==> src/rtl/cram_err_pkg.sv <==
package cram_err_pkg;
  localparam int TYPE_W = 3;
  localparam int POS_W  = 5;
  localparam logic [TYPE_W-1:0] TYPE_UNC = 3'b111;
  localparam logic [TYPE_W-1:0] TYPE_DBL = 3'b010;
  localparam logic [TYPE_W-1:0] TYPE_ODD = 3'b011;

  typedef enum logic {KIND_COL = 1'b0, KIND_FRM = 1'b1} fld_kind_e;

  typedef struct packed {
    logic [TYPE_W-1:0] typ;
    logic [POS_W-1:0]  pos;
  } fld_t;
endpackage

==> src/rtl/cram_field_chk.sv <==
module cram_field_chk
  import cram_err_pkg::*;
#(
  parameter fld_kind_e KIND = KIND_FRM
) (
  input  fld_t              fld_i,
  output logic              used_o,
  output logic              unc_o,
  output logic [TYPE_W-1:0] norm_o
);
  logic pos_ones, pos_zero, odd_bad;

  assign pos_ones = &fld_i.pos;
  assign pos_zero = ~|fld_i.pos;

  // the odd-type position rule is the only difference between checks
  generate
    if (KIND == KIND_FRM) begin : g_frm
      assign odd_bad = ~pos_ones;
    end else begin : g_col
      assign odd_bad = ~pos_zero;
    end
  endgenerate

  assign used_o = |fld_i;
  assign unc_o  = used_o & ((fld_i.typ == TYPE_UNC) |
                            ((fld_i.typ == TYPE_DBL) & pos_ones) |
                            ((fld_i.typ == TYPE_ODD) & odd_bad));
  assign norm_o = unc_o ? TYPE_UNC : fld_i.typ;
endmodule

==> src/rtl/cram_dead_det.sv <==
module cram_dead_det #(
  parameter int HOLD_CYC = 16
) (
  input  logic clk_i,
  input  logic rst_ni,
  input  logic err_line_i,
  input  logic clr_i,
  output logic dead_set_o,
  output logic dead_o
);
  localparam int CW = $clog2(HOLD_CYC + 1);
  localparam logic [CW-1:0] HOLD_M1 = CW'(HOLD_CYC - 1);
  localparam logic [CW-1:0] HOLD_V  = CW'(HOLD_CYC);

  logic          err_q;
  logic [1:0]    edge_cnt;
  logic [CW-1:0] high_cnt;
  logic          rise;
  logic [1:0]    edges_now;

  assign rise      = err_line_i & ~err_q;
  assign edges_now = (edge_cnt == 2'd2) ? 2'd2 : edge_cnt + {1'b0, rise};
  assign dead_set_o = err_line_i & (high_cnt == HOLD_M1) & (edges_now == 2'd2);

  always_ff @(posedge clk_i or negedge rst_ni) begin
    if (!rst_ni) begin
      err_q    <= 1'b0;
      edge_cnt <= 2'd0;
      high_cnt <= '0;
      dead_o   <= 1'b0;
    end else begin
      err_q    <= err_line_i;
      edge_cnt <= clr_i ? {1'b0, rise} : edges_now;
      if (!err_line_i)              high_cnt <= '0;
      else if (high_cnt != HOLD_V)  high_cnt <= high_cnt + 1'b1;
      if (dead_set_o) dead_o <= 1'b1;
    end
  end


  dead_sticky_chk: assert property (@(posedge clk_i) disable iff (!rst_ni)
    dead_o |=> dead_o);

  dead_on_high_chk: assert property (@(posedge clk_i) disable iff (!rst_ni)
    $rose(dead_o) |-> $past(err_line_i));
endmodule

==> src/rtl/cram_err_classifier.sv <==
module cram_err_classifier
  import cram_err_pkg::*;
#(
  parameter int HOLD_CYC = 16
) (
  input  logic       clk_i,
  input  logic       rst_ni,
  input  logic       rpt_valid_i,
  input  logic [2:0] col_type_i,
  input  logic [4:0] col_pos_i,
  input  logic [2:0] frm_type_i,
  input  logic [4:0] frm_pos_i,
  input  logic       err_line_i,
  input  logic       scrub_en_i,
  output logic       res_valid_o,
  output logic       correctable_o,
  output logic [2:0] col_type_o,
  output logic [2:0] frm_type_o,
  output logic       scrub_req_o,
  output logic       dead_o
);
  logic              col_used, col_unc, frm_used, frm_unc;
  logic [TYPE_W-1:0] col_norm, frm_norm;
  logic              dead_set, dead_now, corr_d, clr_edges;

  cram_field_chk #(.KIND(KIND_COL)) u_col (
    .fld_i  ({col_type_i, col_pos_i}),
    .used_o (col_used),
    .unc_o  (col_unc),
    .norm_o (col_norm)
  );

  cram_field_chk #(.KIND(KIND_FRM)) u_frm (
    .fld_i  ({frm_type_i, frm_pos_i}),
    .used_o (frm_used),
    .unc_o  (frm_unc),
    .norm_o (frm_norm)
  );

  assign dead_now  = dead_o | dead_set;
  assign corr_d    = (col_used | frm_used) & ~col_unc & ~frm_unc & ~dead_now;
  assign clr_edges = rpt_valid_i & corr_d;

  cram_dead_det #(.HOLD_CYC(HOLD_CYC)) u_dead (
    .clk_i      (clk_i),
    .rst_ni     (rst_ni),
    .err_line_i (err_line_i),
    .clr_i      (clr_edges),
    .dead_set_o (dead_set),
    .dead_o     (dead_o)
  );

  always_ff @(posedge clk_i or negedge rst_ni) begin
    if (!rst_ni) begin
      res_valid_o   <= 1'b0;
      correctable_o <= 1'b0;
      col_type_o    <= '0;
      frm_type_o    <= '0;
      scrub_req_o   <= 1'b0;
    end else begin
      res_valid_o <= rpt_valid_i;
      scrub_req_o <= rpt_valid_i & corr_d & scrub_en_i;
      if (rpt_valid_i) begin
        correctable_o <= corr_d;
        col_type_o    <= dead_now ? TYPE_UNC : col_norm;
        frm_type_o    <= dead_now ? TYPE_UNC : frm_norm;
      end
    end
  end


  res_follow_chk: assert property (@(posedge clk_i) disable iff (!rst_ni)
    rpt_valid_i |=> res_valid_o);

  res_quiet_chk: assert property (@(posedge clk_i) disable iff (!rst_ni)
    !rpt_valid_i |=> !res_valid_o && $stable(col_type_o) && $stable(frm_type_o));

  scrub_gate_chk: assert property (@(posedge clk_i) disable iff (!rst_ni)
    scrub_req_o |-> res_valid_o && correctable_o);

  dead_force_chk: assert property (@(posedge clk_i) disable iff (!rst_ni)
    res_valid_o && dead_o |-> col_type_o == 3'b111 && frm_type_o == 3'b111 && !correctable_o);

  corr_type_chk: assert property (@(posedge clk_i) disable iff (!rst_ni)
    res_valid_o && correctable_o |-> col_type_o != 3'b111 && frm_type_o != 3'b111);
endmodule

==> config.mk <==
export PLATFORM = sky130hd
export DESIGN_NAME = cram_err_classifier
export DESIGN_NICKNAME = d
export VERILOG_FILES = /design/src/rtl/cram_err_pkg.sv /design/src/rtl/cram_field_chk.sv /design/src/rtl/cram_dead_det.sv /design/src/rtl/cram_err_classifier.sv
export SDC_FILE = /design/constraint.sdc
export NUM_CORES = 1
export LEC_CHECK = 0
export ABC_AREA = 0
export BUFFER_PORTS_ARGS = -buffer_cell sky130_fd_sc_hd__buf_2
export CAP_MARGIN = 20
export CORE_MARGIN = 10
export CORE_UTILIZATION = 25
export CTS_CLUSTER_DIAMETER = 80
export DETAILED_ROUTE_END_ITERATION = 10
export PLACE_DENSITY_LB_ADDON = 0.1
export SETUP_SLACK_MARGIN = 0.5
export SLEW_MARGIN = 20
export SYNTH_ARGS = -nofsm -noshare
export SYNTH_HDL_FRONTEND = slang
export SYNTH_SLANG_ARGS = --single-unit
==> constraint.sdc <==
create_clock -name clk_i -period 2.8 [get_ports clk_i]
set_input_delay 0.42 -clock clk_i [delete_from_list [all_inputs] [get_ports clk_i]]
set_output_delay 0.42 -clock clk_i [all_outputs]
set_load 0.1 [all_outputs]
==> summary.txt <==
Status
  • Outcome: finished, final reports clean

Timing
  • Final Hold Slack: 0.0910 ns
  • RSZ-0062 raised after global routing: yes
  • Hold Vio Cnt, Final: 0
  • TNS Setup: 0 ns
  • Actual slew at the worst max-slew pin: 0.493 ns
  • Crit share post-route: 85.0%
  • Rel. slew slack: 67.3%
  • Fmax: 420 MHz
  • Final Slew Violations: 0
  • Final setup vio count: 0
  • Tmin final: 2.38 ns
  • Worst Clk Skew: 0.00258 ns

Critical path
  • Number of cells on the critical path: 7
  • CP Max Fanout: 8
  • CP Class: register to register
  • Crit path capture type: register
  • Max stage delay on crit path: 0.53 ns
  • Crit path capture: u_dead.edge_cnt[0]
  • Critical path's slowest cell: or4b_4
  • Critical path origin: u_dead.high_cnt[1]
  • Critical path arrival: 2.51 ns
  • Worst path bufs/invs: 0
  • Cell family with most CP delay: simple AND/OR/NAND/NOR gates
  • FF-to-FF End: u_dead.edge_cnt[0]
  • R2R Setup Slk: 0.42 ns
  • WP data required: 2.93 ns
  • Worst-path cell chain: ha_2 > and3_4 > ha_4 > and4_1 > a211o_4 > or4b_4 > mux2_4
  • Reg2Reg Depth: 7
  • Setup crit start kind: register
  • Reg-to-reg startpoint: u_dead.high_cnt[1]

Finish
  • Area delta synth->final: 31.7%
  • Filler instances: 385
  • Final instance area: 1210 sq um
  • Final nets: 153
  • Post-Layout Cell Count: 173
  • FF+latch area: 450 sq um
  • Layout cells sized above 1: 33.9%
  • Ant. Diodes: 0
  • Footprint of the multi-input gates: 459 sq um

Synthesis
  • Most common cell in the netlist: dfrtp_1
  • Synthesized Nets: 118
  • Biggest area consumer among synthesized cells: dfrtp_1
  • Sequential fraction of the synthesis area: 49.0%
  • Synth Area per Inst: 9.88 sq um
  • Synth Cell Area: 918 sq um
  • Share of the synthesized area in the top cell type: 49.0%
  • Synth cell count leaders: dfrtp_1, nor2_1, nand2_1
  • Unique cell type count in the Yosys netlist: 33
  • Ys Warns: 0
  • Post-synth ARST share: 100%
  • #FFs+latches synth: 18
  • Top cells by area, synth: dfrtp_1, ha_1, nor2_1, a21oi_1, nand2_1
  • Most common flop cell mapped by yosys: dfrtp_1
  • Number of synthesized flops with an enable pin: 0
  • Synth Instances: 93

Clocking
  • Clk_lat worst skew: 0.25 ns
  • H-Tree Depth: 1
  • Clock sink total: 18
  • Hold-fix buffers, CTS: 0
  • Max Root-Sink Buffers: 2
  • Clk slew on worst S/H paths: 0.07 ns
  • Clk root buf: clkbuf_8
  • TritonCTS buffer count: 3
  • CTS tree: yes

Power
  • Pwr dens: 583 nW/um^2
  • Clk pwr share: 29.5%
  • Psw: 238 uW
  • Flop pwr share: 43.1%
  • VDD IR-drop max: 0.209 mV
  • Leak: 0.000568 uW
  • Final Power: 705 uW
  • Combinational share of power: 27.4%
  • Switching portion of total power: 33.7%
  • Int Pwr: 468 uW

Floorplanning
  • Core ar.: 3440 sq um
  • Num ports: 31
  • Initial Util: 26.7%
  • Die width: 80.6 um
  • Die height: 80.6 um
  • Die Area: 6500 sq um
  • Row count: 21

Global route
  • Pin count of the biggest net entering global routing: 19
  • Global-route wire length before repair: 3790 um
  • Vias in the first global route: 850
  • Gr usage total: 7.10%
  • GRT overflow: 0
  • Initial antenna violation count: 0

Placement
  • Dpl cell area: 1130 sq um
  • Cells after DPL: 167
  • Post-DP HPWL: 1750 um
  • Number of port buffers: 30
  • RePlAce Congestion: 0.703

Drt
  • Pre-antenna DRT Iters: 4
  • Drt wl/cell: 12.9 um
  • DRT antenna net count: 0
  • Vias post-DR: 790
  • Number of DRC markers in iteration 0: 17
  • Vias/cell: 4.57
  • Post-Route WL: 2230 um
  • Number of remaining DRC errors: 0

Worst hold path
  • Worst min path class: input pin to asynchronous set/reset pin

Job
  • MaxCap Viol Count: 0
cells by family (layout without fill, tap and decap cells):
logic type | Yosys count | count (layout) | share of synthesized area (%)
adders and majority gates | 4 | 4 | 5.45
and+or+nand+nor | 43 | 43 | 25.9
DFF | 18 | 18 | 49.0
AOI/OAI and AO/OA | 16 | 16 | 10.9
xor gates and xnor gates | 2 | 2 | 1.91
buffers and inverters | 8 | 42 | 4.09
muxes | 2 | 2 | 2.72
timing repair:
item / in CTS / in global routing
endpoints found under the setup margin: 1 / 1
gates resized for setup: 1 / 0
buffers inserted: 2 / 0
power by group through the flow:
stage / sequential (uW) / combinational (uW) / clock [uW]
floorplan: 388 / 58.4 / 0
CTS: 304 / 196 / 219
global placement: 309 / 187 / 0
global route: 308 / 210 / 238
detailed placement: 309 / 189 / 0
finish: 304 / 193 / 208
registers in the layout, indices dropped and copies added (netlist names):
register	count
col_type_o	3
correctable_o	1
frm_type_o	3
res_valid_o	1
scrub_req_o	1
u_dead.dead_o	1
u_dead.edge_cnt	2
u_dead.err_q	1
u_dead.high_cnt	5
worst min-delay path by stage:
stage	startpoint	to	slack (ns)	cells after the start
floorplan	rst_ni	col_type_o[0]	0.12	0
global placement	rst_ni	u_dead.edge_cnt[1]	0.38	1
detailed placement	rst_ni	u_dead.edge_cnt[1]	0.38	1
CTS	rst_ni	u_dead.edge_cnt[1]	0.10	1
global route	rst_ni	u_dead.edge_cnt[1]	0.11	1
finish	rst_ni	u_dead.high_cnt[3]	0.09	1
worst reg2reg max path: cells and delay by family (launching register included):
family	cells	cell delay, ns
AOI/OAI and AO/OA	1	0.31
adders and majority gates	2	0.35
DFF	1	0.40
muxes	1	0.31
and+or+nand+nor	3	0.90
cell type report:
type / instances / share of cell area, %
multi-input combinational: 67 / 38.0
timing repair buffer: 32 / 13.7
clock buffer: 4 / 4.55
sequential: 18 / 37.2
tap: 46 / 4.76
inverter: 6 / 1.86
cells in the final DEF (no fill, tap or decap), drive strengths merged, types with 4 or more instances in the layout:
cell type	netlist	routed
buf	1	32
dfrtp	18	18
nor2	12	12
nand2	7	7
inv	6	6
a21oi	6	6
clkbuf	1	4
ha	4	4
routing by layer:
layer | GRT usage (%) | share of wire [%] | up-vias
met3 | 3.79 | 7.8 | 0
li1 | - | - | 397
met4 | 1.06 | 0 | 0
met2 | 11.5 | 48 | 18
met1 | 8.23 | 44 | 375
met5 | 0 | 0 | -
through the flow:
step	setup slack, ns	util, %
global placement	0.285	32.9
global route	0.365	35.2
CTS	0.412	35.2
detailed placement	0.222	32.9
finish	0.420	35.2
floorplan	0.450	-
Note: power is estimated with default switching activity, not from simulation.
